**src/rtl/arith_flag_pkg.sv**
```systemverilog
package arith_flag_pkg;

  typedef enum logic [2:0] {
    OPC_ADD  = 3'd0,
    OPC_ADC  = 3'd1,
    OPC_SUB  = 3'd2,
    OPC_RSB  = 3'd3,
    OPC_SBC  = 3'd4,
    OPC_RSC  = 3'd5,
    OPC_RES6 = 3'd6,
    OPC_RES7 = 3'd7
  } arith_op_e;

  typedef struct packed {
    logic n;
    logic z;
    logic c;
    logic v;
  } flag_t;

  // Operation inverts its second addend (any subtract form)
  function automatic logic op_is_sub(arith_op_e op);
    return (op == OPC_SUB) || (op == OPC_RSB) || (op == OPC_SBC) || (op == OPC_RSC);
  endfunction

  // Operation exchanges the operands before the adder
  function automatic logic op_swaps(arith_op_e op);
    return (op == OPC_RSB) || (op == OPC_RSC);
  endfunction

  // Carry-in comes from the current C flag
  function automatic logic op_takes_carry(arith_op_e op);
    return (op == OPC_ADC) || (op == OPC_SBC) || (op == OPC_RSC);
  endfunction

endpackage

```
**src/rtl/operand_steer.sv**
```systemverilog
module operand_steer
  import arith_flag_pkg::*;
#(
  parameter int WIDTH = 32
) (
  input  logic [WIDTH-1:0] op_a_i,
  input  logic [WIDTH-1:0] op_b_i,
  input  logic [2:0]       opcode_i,
  input  logic             carry_i,
  output logic [WIDTH-1:0] addend_x_o,
  output logic [WIDTH-1:0] addend_y_o,
  output logic             cin_o,
  output logic             sub_mode_o
);

  arith_op_e op;
  logic      swap;
  logic      sub;
  logic      use_c;
  logic [WIDTH-1:0] first;
  logic [WIDTH-1:0] second;

  assign op    = arith_op_e'(opcode_i);
  assign swap  = op_swaps(op);
  assign sub   = op_is_sub(op);
  assign use_c = op_takes_carry(op);

  always_comb begin
    if (swap) begin
      first  = op_b_i;
      second = op_a_i;
    end else begin
      first  = op_a_i;
      second = op_b_i;
    end
  end

  assign addend_x_o = first;
  assign addend_y_o = sub ? ~second : second;

  // Carry-in: with-carry forms use C; plain subtract forms use 1; plain add uses 0
  always_comb begin
    if (use_c)    cin_o = carry_i;
    else if (sub) cin_o = 1'b1;
    else          cin_o = 1'b0;
  end

  assign sub_mode_o = sub;

endmodule

```
**src/rtl/wide_adder.sv**
```systemverilog
module wide_adder #(
  parameter int WIDTH = 32
) (
  input  logic [WIDTH-1:0] x_i,
  input  logic [WIDTH-1:0] y_i,
  input  logic             cin_i,
  output logic [WIDTH-1:0] sum_o,
  output logic             cout_o,
  output logic             ovf_o
);

  localparam int EXT_W = WIDTH + 1;
  localparam int MSB   = WIDTH - 1;

  function automatic logic [EXT_W-1:0] add_ext(input logic [WIDTH-1:0] x,
                                               input logic [WIDTH-1:0] y,
                                               input logic             c);
    return {1'b0, x} + {1'b0, y} + {{(EXT_W-1){1'b0}}, c};
  endfunction

  function automatic logic sign_overflow(input logic xs, input logic ys, input logic ss);
    return (xs == ys) && (ss != xs);
  endfunction

  logic [EXT_W-1:0] ext_sum;

  assign ext_sum = add_ext(x_i, y_i, cin_i);
  assign sum_o   = ext_sum[WIDTH-1:0];
  assign cout_o  = ext_sum[EXT_W-1];
  assign ovf_o   = sign_overflow(x_i[MSB], y_i[MSB], ext_sum[MSB]);

endmodule

```
**src/rtl/flag_select.sv**
```systemverilog
module flag_select
  import arith_flag_pkg::*;
#(
  parameter int WIDTH     = 32,
  parameter int IDX_W     = 4,
  parameter int PC_INDEX  = 15
) (
  input  logic [WIDTH-1:0] sum_i,
  input  logic             cout_i,
  input  logic             ovf_i,
  input  logic             set_flags_i,
  input  logic [IDX_W-1:0] dst_idx_i,
  input  flag_t            cur_flags_i,
  input  flag_t            saved_flags_i,
  output flag_t            flags_o,
  output logic             restore_o
);

  localparam logic [IDX_W-1:0] PC_SEL = IDX_W'(PC_INDEX);

  logic  to_pc;
  flag_t computed;

  assign to_pc = (dst_idx_i == PC_SEL);

  always_comb begin
    computed.n = sum_i[WIDTH-1];
    computed.z = (sum_i == '0);
    computed.c = cout_i;
    computed.v = ovf_i;
  end

  always_comb begin
    restore_o = 1'b0;
    flags_o   = cur_flags_i;
    if (set_flags_i) begin
      if (to_pc) begin
        restore_o = 1'b1;
        flags_o   = saved_flags_i;
      end else begin
        flags_o   = computed;
      end
    end
  end

endmodule

```
**src/rtl/arith_flag_unit.sv**
```systemverilog
module arith_flag_unit
  import arith_flag_pkg::*;
#(
  parameter int WIDTH    = 32,
  parameter int IDX_W    = 4,
  parameter int PC_INDEX = 15,
  parameter int STAT_W   = 32,
  parameter int N_POS    = 31,
  parameter int Z_POS    = 30,
  parameter int C_POS    = 29,
  parameter int V_POS    = 28
) (
  input  logic [WIDTH-1:0]  op_a_i,
  input  logic [WIDTH-1:0]  op_b_i,
  input  logic [2:0]        opcode_i,
  input  logic              set_flags_i,
  input  logic [IDX_W-1:0]  dst_idx_i,
  input  logic [STAT_W-1:0] cur_status_i,
  input  logic [STAT_W-1:0] saved_status_i,
  output logic [WIDTH-1:0]  result_o,
  output logic [3:0]        flags_o,
  output logic              restore_o
);

  // Named internal events, visible to the bound checker
  logic [WIDTH-1:0] addend_x_w;
  logic [WIDTH-1:0] addend_y_w;
  logic             cin_w;
  logic             sub_mode_w;
  logic             carry_out_w;
  logic             ovf_w;
  flag_t            cur_flags_w;
  flag_t            saved_flags_w;
  flag_t            new_flags_w;

  logic unused_status_bits;
  assign unused_status_bits = ^{cur_status_i, saved_status_i, sub_mode_w};

  function automatic flag_t pick_flags(input logic [STAT_W-1:0] word);
    flag_t f;
    f.n = word[N_POS];
    f.z = word[Z_POS];
    f.c = word[C_POS];
    f.v = word[V_POS];
    return f;
  endfunction

  assign cur_flags_w   = pick_flags(cur_status_i);
  assign saved_flags_w = pick_flags(saved_status_i);

  operand_steer #(.WIDTH(WIDTH)) u_steer (
    .op_a_i     (op_a_i),
    .op_b_i     (op_b_i),
    .opcode_i   (opcode_i),
    .carry_i    (cur_flags_w.c),
    .addend_x_o (addend_x_w),
    .addend_y_o (addend_y_w),
    .cin_o      (cin_w),
    .sub_mode_o (sub_mode_w)
  );

  wide_adder #(.WIDTH(WIDTH)) u_adder (
    .x_i    (addend_x_w),
    .y_i    (addend_y_w),
    .cin_i  (cin_w),
    .sum_o  (result_o),
    .cout_o (carry_out_w),
    .ovf_o  (ovf_w)
  );

  flag_select #(.WIDTH(WIDTH), .IDX_W(IDX_W), .PC_INDEX(PC_INDEX)) u_flags (
    .sum_i         (result_o),
    .cout_i        (carry_out_w),
    .ovf_i         (ovf_w),
    .set_flags_i   (set_flags_i),
    .dst_idx_i     (dst_idx_i),
    .cur_flags_i   (cur_flags_w),
    .saved_flags_i (saved_flags_w),
    .flags_o       (new_flags_w),
    .restore_o     (restore_o)
  );

  assign flags_o = new_flags_w;

endmodule

```
**config.mk**
```make
export PLATFORM = sky130hd
export DESIGN_NAME = arith_flag_unit
export DESIGN_NICKNAME = d
export VERILOG_FILES = /design/src/rtl/arith_flag_pkg.sv /design/src/rtl/operand_steer.sv /design/src/rtl/wide_adder.sv /design/src/rtl/flag_select.sv /design/src/rtl/arith_flag_unit.sv
export SDC_FILE = /design/constraint.sdc
export NUM_CORES = 1
export LEC_CHECK = 0
export BUFFER_PORTS_ARGS = -buffer_cell sky130_fd_sc_hd__clkbuf_2
export CAP_MARGIN = 20
export CORE_UTILIZATION = 33
export DETAILED_ROUTE_END_ITERATION = 12
export SETUP_SLACK_MARGIN = 0.5
export SKIP_LAST_GASP = 1
export SLEW_MARGIN = 10
export SYNTH_ARGS = -nofsm -noshare
export SYNTH_HDL_FRONTEND = slang
export SYNTH_SLANG_ARGS = --single-unit
```
**constraint.sdc**
```tcl
create_clock -name vclk -period 14.05
set_input_delay 1.405 -clock vclk [all_inputs]
set_output_delay 1.405 -clock vclk [all_outputs]
set_load 0.05 [all_outputs]
```
==> metrics.txt <==
# TYPE chip_impl_metric gauge
chip_impl_metric{name="die_w",unit="µm"} 97.1
chip_impl_metric{name="wl_per_cell",unit="µm"} 14.1
chip_impl_metric{name="synth.net_count",unit=""} 590
chip_impl_metric{name="syn_avg_cell_area",unit="µm²"} 7.08
chip_impl_metric{name="maxSlewHeadroom",unit="%"} 68.0
chip_impl_metric{name="grt_pass1_wl",unit="µm"} 14900
chip_impl_metric{name="worstMarginPinSlew",unit="ps"} 468
chip_impl_info{name="hold_path_end",value="flags_o[3]"} 1
chip_impl_metric{name="boundaryPins",unit=""} 173
chip_impl_metric{name="placeable_core_region",unit="µm²"} 8720
chip_impl_metric{name="synth_xor_xnor_area_share",unit="%"} 9.40
chip_impl_metric{name="drt_iter0_markers",unit=""} 152
chip_impl_metric{name="grt_start_max_net_pins",unit=""} 37
chip_impl_metric{name="sequential_cell_area",unit="µm²"} 0
chip_impl_info{name="crit_type",value="primary input to output port"} 1
chip_impl_metric{name="p_per_area",unit="nW/µm²"} 125
chip_impl_metric{name="num_antenna_cells",unit=""} 0
chip_impl_info{name="synth_top_family_by_area",value="compound AO/OA/AOI/OAI gates"} 1
chip_impl_metric{name="critical_path_arrival",unit="ps"} 6200
chip_impl_metric{name="synthesized_area_fraction_occupied_by_ao_oa_aoi_and_oai_cells",unit="%"} 28.5
chip_impl_metric{name="fmax",unit="MHz"} 131
chip_impl_metric{name="route.final.wire_length",unit="µm"} 8740
chip_impl_metric{name="final_period_minus_worst_setup_slack",unit="ps"} 7610
chip_impl_info{name="end_kind",value="output port"} 1
chip_impl_metric{name="track_usage",unit="%"} 18.2
chip_impl_metric{name="drv_cap",unit=""} 0
chip_impl_metric{name="final_min_period_over_clock_period",unit="%"} 54.1
chip_impl_metric{name="postCtsHoldBufs",unit=""} 0
chip_impl_metric{name="yosys.area_share.simple",unit="%"} 18.9
chip_impl_metric{name="synthToLayoutAreaGrowth",unit="%"} 22.0
chip_impl_metric{name="initial_core_util",unit="%"} 34.2
chip_impl_metric{name="die_height",unit="µm"} 97.1
chip_impl_metric{name="power.share.combinational",unit="%"} 100.0
chip_impl_metric{name="power.ir.vdd_worst",unit="mV"} 0.0661
chip_impl_metric{name="grt_antenna_before_repair",unit=""} 0
chip_impl_info{name="rsz_0062_raised_after_global_routing",value="no"} 1
chip_impl_metric{name="yosysWarnings",unit=""} 0
chip_impl_metric{name="final_antenna_net_count",unit=""} 0
chip_impl_metric{name="static-leakage-power",unit="µW"} 0.00168
chip_impl_metric{name="yosys.cell_types.count",unit=""} 54
chip_impl_metric{name="vias_per_cell",unit=""} 5.46
chip_impl_metric{name="n_clock_buffer",unit=""} 0
chip_impl_metric{name="power_switching",unit="µW"} 321
chip_impl_metric{name="place_hpwl",unit="µm"} 7270
chip_impl_info{name="status",value="finished, final reports clean"} 1
chip_impl_metric{name="drive_gt1_share",unit="%"} 37.4
chip_impl_metric{name="finalHoldViolCount",unit=""} 0
chip_impl_metric{name="dieArea",unit="µm²"} 9420
chip_impl_info{name="crit_path_start_kind",value="primary input"} 1
chip_impl_metric{name="p_int",unit="µW"} 133
chip_impl_metric{name="area_share_of_fa_ha_maj_cells_after_synthesis",unit="%"} 14.4
chip_impl_metric{name="fp-row-count",unit=""} 34
chip_impl_metric{name="vias_in_the_first_global_route",unit=""} 3204
chip_impl_metric{name="drt_drc_violations_left",unit=""} 0
chip_impl_metric{name="power.share.switching",unit="%"} 70.7
chip_impl_metric{name="worstPathRequired",unit="ps"} 12650
chip_impl_metric{name="overflow",unit=""} 0
chip_impl_info{name="worst_hold_path_type",value="primary input to output port"} 1
chip_impl_metric{name="layout_setup_ws",unit="ps"} 6440
chip_impl_metric{name="pwr-share-seq",unit="%"} 0
chip_impl_metric{name="post_cts.repair.setup_buffers",unit=""} 0
chip_impl_metric{name="n_sequential_cell",unit=""} 0
chip_impl_metric{name="finalSetupTns",unit="ps"} 0
chip_impl_metric{name="synthesis.instances",unit=""} 421
chip_impl_metric{name="gp_congestion",unit=""} 0.886
chip_impl_metric{name="detail_route.first_pass.iterations",unit=""} 4
chip_impl_metric{name="slew_viol_final",unit=""} 0
chip_impl_metric{name="detailedPlace.worstSlack",unit="ps"} 6110
chip_impl_info{name="timing.hold.worst.start",value="saved_status_i[31]"} 1
chip_impl_metric{name="synth_mux_area_share",unit="%"} 24.1
chip_impl_metric{name="synth-seq-area-share",unit="%"} 0
chip_impl_metric{name="setup-violations-final",unit=""} 0
chip_impl_metric{name="number_of_buffers_inserted_by_port_buffering",unit=""} 117
chip_impl_metric{name="design.final.nets",unit=""} 685
chip_impl_metric{name="num_vias",unit=""} 3399
chip_impl_metric{name="mappedNetlistArea",unit="µm²"} 2980
chip_impl_metric{name="clk_network_pwr_share",unit="%"} 0
chip_impl_metric{name="crit_fanout",unit=""} 36
chip_impl_metric{name="cts-resized-gates",unit=""} 0
chip_impl_metric{name="holdPathStages",unit=""} 4
==> stage by stage <==
step / util (%) / instances / cell area [µm²] / power (µW) / hold WS [ps]
6_report: 41.7 / 622 / 3640 / 453 / 3230
5_1_grt: 41.7 / 622 / 3640 / 486 / 3260
4_1_cts: 41.6 / 621 / 3630 / 453 / 3230
3_5_place_dp: 41.6 / 621 / 3630 / 451 / 3230
3_3_place_gp: 41.6 / 621 / 3630 / 449 / 3230
2_1_floorplan: - / 421 / 2980 / 352 / 3080
==> kinds of logic (layout without fill, tap and decap cells) <==
family / after synthesis / after routing
AOI/OAI and AO/OA: 135 / 135
xor gates and xnor gates: 32 / 32
adders and majority gates: 33 / 33
buffers and inverters: 38 / 131
muxes: 64 / 64
and+or+nand+nor: 119 / 119
==> cells in the final DEF (no fill, tap or decap), types with 2 or more instances in the layout <==
master,n
sky130_fd_sc_hd__nor4_1,4
sky130_fd_sc_hd__fa_1,2
sky130_fd_sc_hd__nand3_1,6
sky130_fd_sc_hd__o211ai_1,7
sky130_fd_sc_hd__a21o_1,8
sky130_fd_sc_hd__xor2_1,14
sky130_fd_sc_hd__a21oi_1,37
sky130_fd_sc_hd__clkbuf_2,117
sky130_fd_sc_hd__nand2_1,56
sky130_fd_sc_hd__xnor2_1,17
sky130_fd_sc_hd__a31oi_1,7
sky130_fd_sc_hd__o31ai_1,2
sky130_fd_sc_hd__a211o_1,2
sky130_fd_sc_hd__and2_1,2
sky130_fd_sc_hd__nand4_1,11
sky130_fd_sc_hd__nor2b_1,2
sky130_fd_sc_hd__nand2b_1,2
sky130_fd_sc_hd__and3_1,2
sky130_fd_sc_hd__buf_4,3
sky130_fd_sc_hd__o21ai_0,44
sky130_fd_sc_hd__or3_1,3
sky130_fd_sc_hd__a22oi_1,2
sky130_fd_sc_hd__nor3_1,3
sky130_fd_sc_hd__mux2_2,63
sky130_fd_sc_hd__o21ai_1,3
sky130_fd_sc_hd__ha_1,31
sky130_fd_sc_hd__nor2_1,20
sky130_fd_sc_hd__inv_1,10
sky130_fd_sc_hd__o21a_1,5
sky130_fd_sc_hd__o21bai_1,3
==> worst max-delay path, stage by stage <==
cell and delay, ps:
sky130_fd_sc_hd__clkbuf_2 80, sky130_fd_sc_hd__buf_4 270, sky130_fd_sc_hd__nand2_1 110, sky130_fd_sc_hd__buf_4 390, sky130_fd_sc_hd__mux2i_1 290, sky130_fd_sc_hd__fa_1 210
sky130_fd_sc_hd__inv_1 50, sky130_fd_sc_hd__fa_1 390, sky130_fd_sc_hd__a21o_1 240, sky130_fd_sc_hd__a221oi_4 360, sky130_fd_sc_hd__o22ai_2 170, sky130_fd_sc_hd__a2bb2oi_1 210
sky130_fd_sc_hd__xor2_1 190, sky130_fd_sc_hd__or4_1 540, sky130_fd_sc_hd__nor4_1 390, sky130_fd_sc_hd__and4b_1 280, sky130_fd_sc_hd__nand4bb_1 120, sky130_fd_sc_hd__o31ai_2 180
sky130_fd_sc_hd__clkbuf_2 300
==> cells in the mapped netlist, types with 2 or more instances <==
| library cell | number | area, µm² |
|---|---|---|
| sky130_fd_sc_hd__a211o_1 | 2 | 17.5 |
| sky130_fd_sc_hd__o21ai_0 | 44 | 220 |
| sky130_fd_sc_hd__a21oi_1 | 37 | 185 |
| sky130_fd_sc_hd__buf_1 | 6 | 22.5 |
| sky130_fd_sc_hd__o211ai_1 | 7 | 52.6 |
| sky130_fd_sc_hd__clkbuf_1 | 22 | 82.6 |
| sky130_fd_sc_hd__nor2_1 | 20 | 75.1 |
| sky130_fd_sc_hd__a21o_1 | 8 | 60.1 |
| sky130_fd_sc_hd__xor2_1 | 14 | 123 |
| sky130_fd_sc_hd__o31ai_1 | 2 | 15.0 |
| sky130_fd_sc_hd__nand3_1 | 6 | 30.0 |
| sky130_fd_sc_hd__o21ai_1 | 3 | 15.0 |
| sky130_fd_sc_hd__o21bai_1 | 3 | 22.5 |
| sky130_fd_sc_hd__ha_1 | 31 | 388 |
| sky130_fd_sc_hd__inv_1 | 10 | 37.5 |
| sky130_fd_sc_hd__nand4_1 | 11 | 68.8 |
| sky130_fd_sc_hd__mux2_2 | 63 | 709 |
| sky130_fd_sc_hd__nor2b_1 | 2 | 12.5 |
| sky130_fd_sc_hd__and3_1 | 2 | 12.5 |
| sky130_fd_sc_hd__fa_1 | 2 | 40.0 |
| sky130_fd_sc_hd__or3_1 | 3 | 18.8 |
| sky130_fd_sc_hd__nand2b_1 | 2 | 12.5 |
| sky130_fd_sc_hd__o21a_1 | 5 | 37.5 |
| sky130_fd_sc_hd__nor4_1 | 4 | 25.0 |
| sky130_fd_sc_hd__a22oi_1 | 2 | 15.0 |
| sky130_fd_sc_hd__nor3_1 | 3 | 15.0 |
| sky130_fd_sc_hd__nand2_1 | 56 | 210 |
| sky130_fd_sc_hd__and2_1 | 2 | 12.5 |
| sky130_fd_sc_hd__xnor2_1 | 18 | 158 |
| sky130_fd_sc_hd__a31oi_1 | 7 | 43.8 |
==> how the worst max path moves through the flow <==
| stage | startpoint | endpoint | slack [ps] | cells past startpoint |
|---|---|---|---|---|
| floorplan | opcode_i[0] | flags_o[2] | 6630 | 17 |
| global placement | opcode_i[1] | flags_o[2] | 6140 | 18 |
| detailed placement | opcode_i[1] | flags_o[2] | 6110 | 18 |
| CTS | opcode_i[1] | flags_o[2] | 6100 | 18 |
| global route | opcode_i[0] | flags_o[2] | 6130 | 19 |
| finish | opcode_i[0] | flags_o[2] | 6440 | 19 |
==> final cells by class <==
class / count / area (µm²)
fillers: 910 / 5080
multi-input cells: 383 / 2850
well taps: 108 / 135
inverters: 10 / 37.5
repair buffers: 121 / 619
==> metal layers <==
layer / track usage, % / vias to the layer above / wire length (µm)
li1: - / 1767 / -
met1: 24.9 / 1522 / 4110
met2: 32.6 / 108 / 4140
met3: 1.15 / 2 / 475
met4: 0.918 / 0 / 15
met5: 0 / - / 0
==> power groups by stage <==
stage | clock network [µW] | registers (µW) | logic (µW)
6_report | 0 | 0 | 453
5_1_grt | 0 | 0 | 486
4_1_cts | 0 | 0 | 453
3_5_place_dp | 0 | 0 | 451
3_3_place_gp | 0 | 0 | 449
2_1_floorplan | 0 | 0 | 352
No activity file was read; power rests on OpenSTA's default activity.
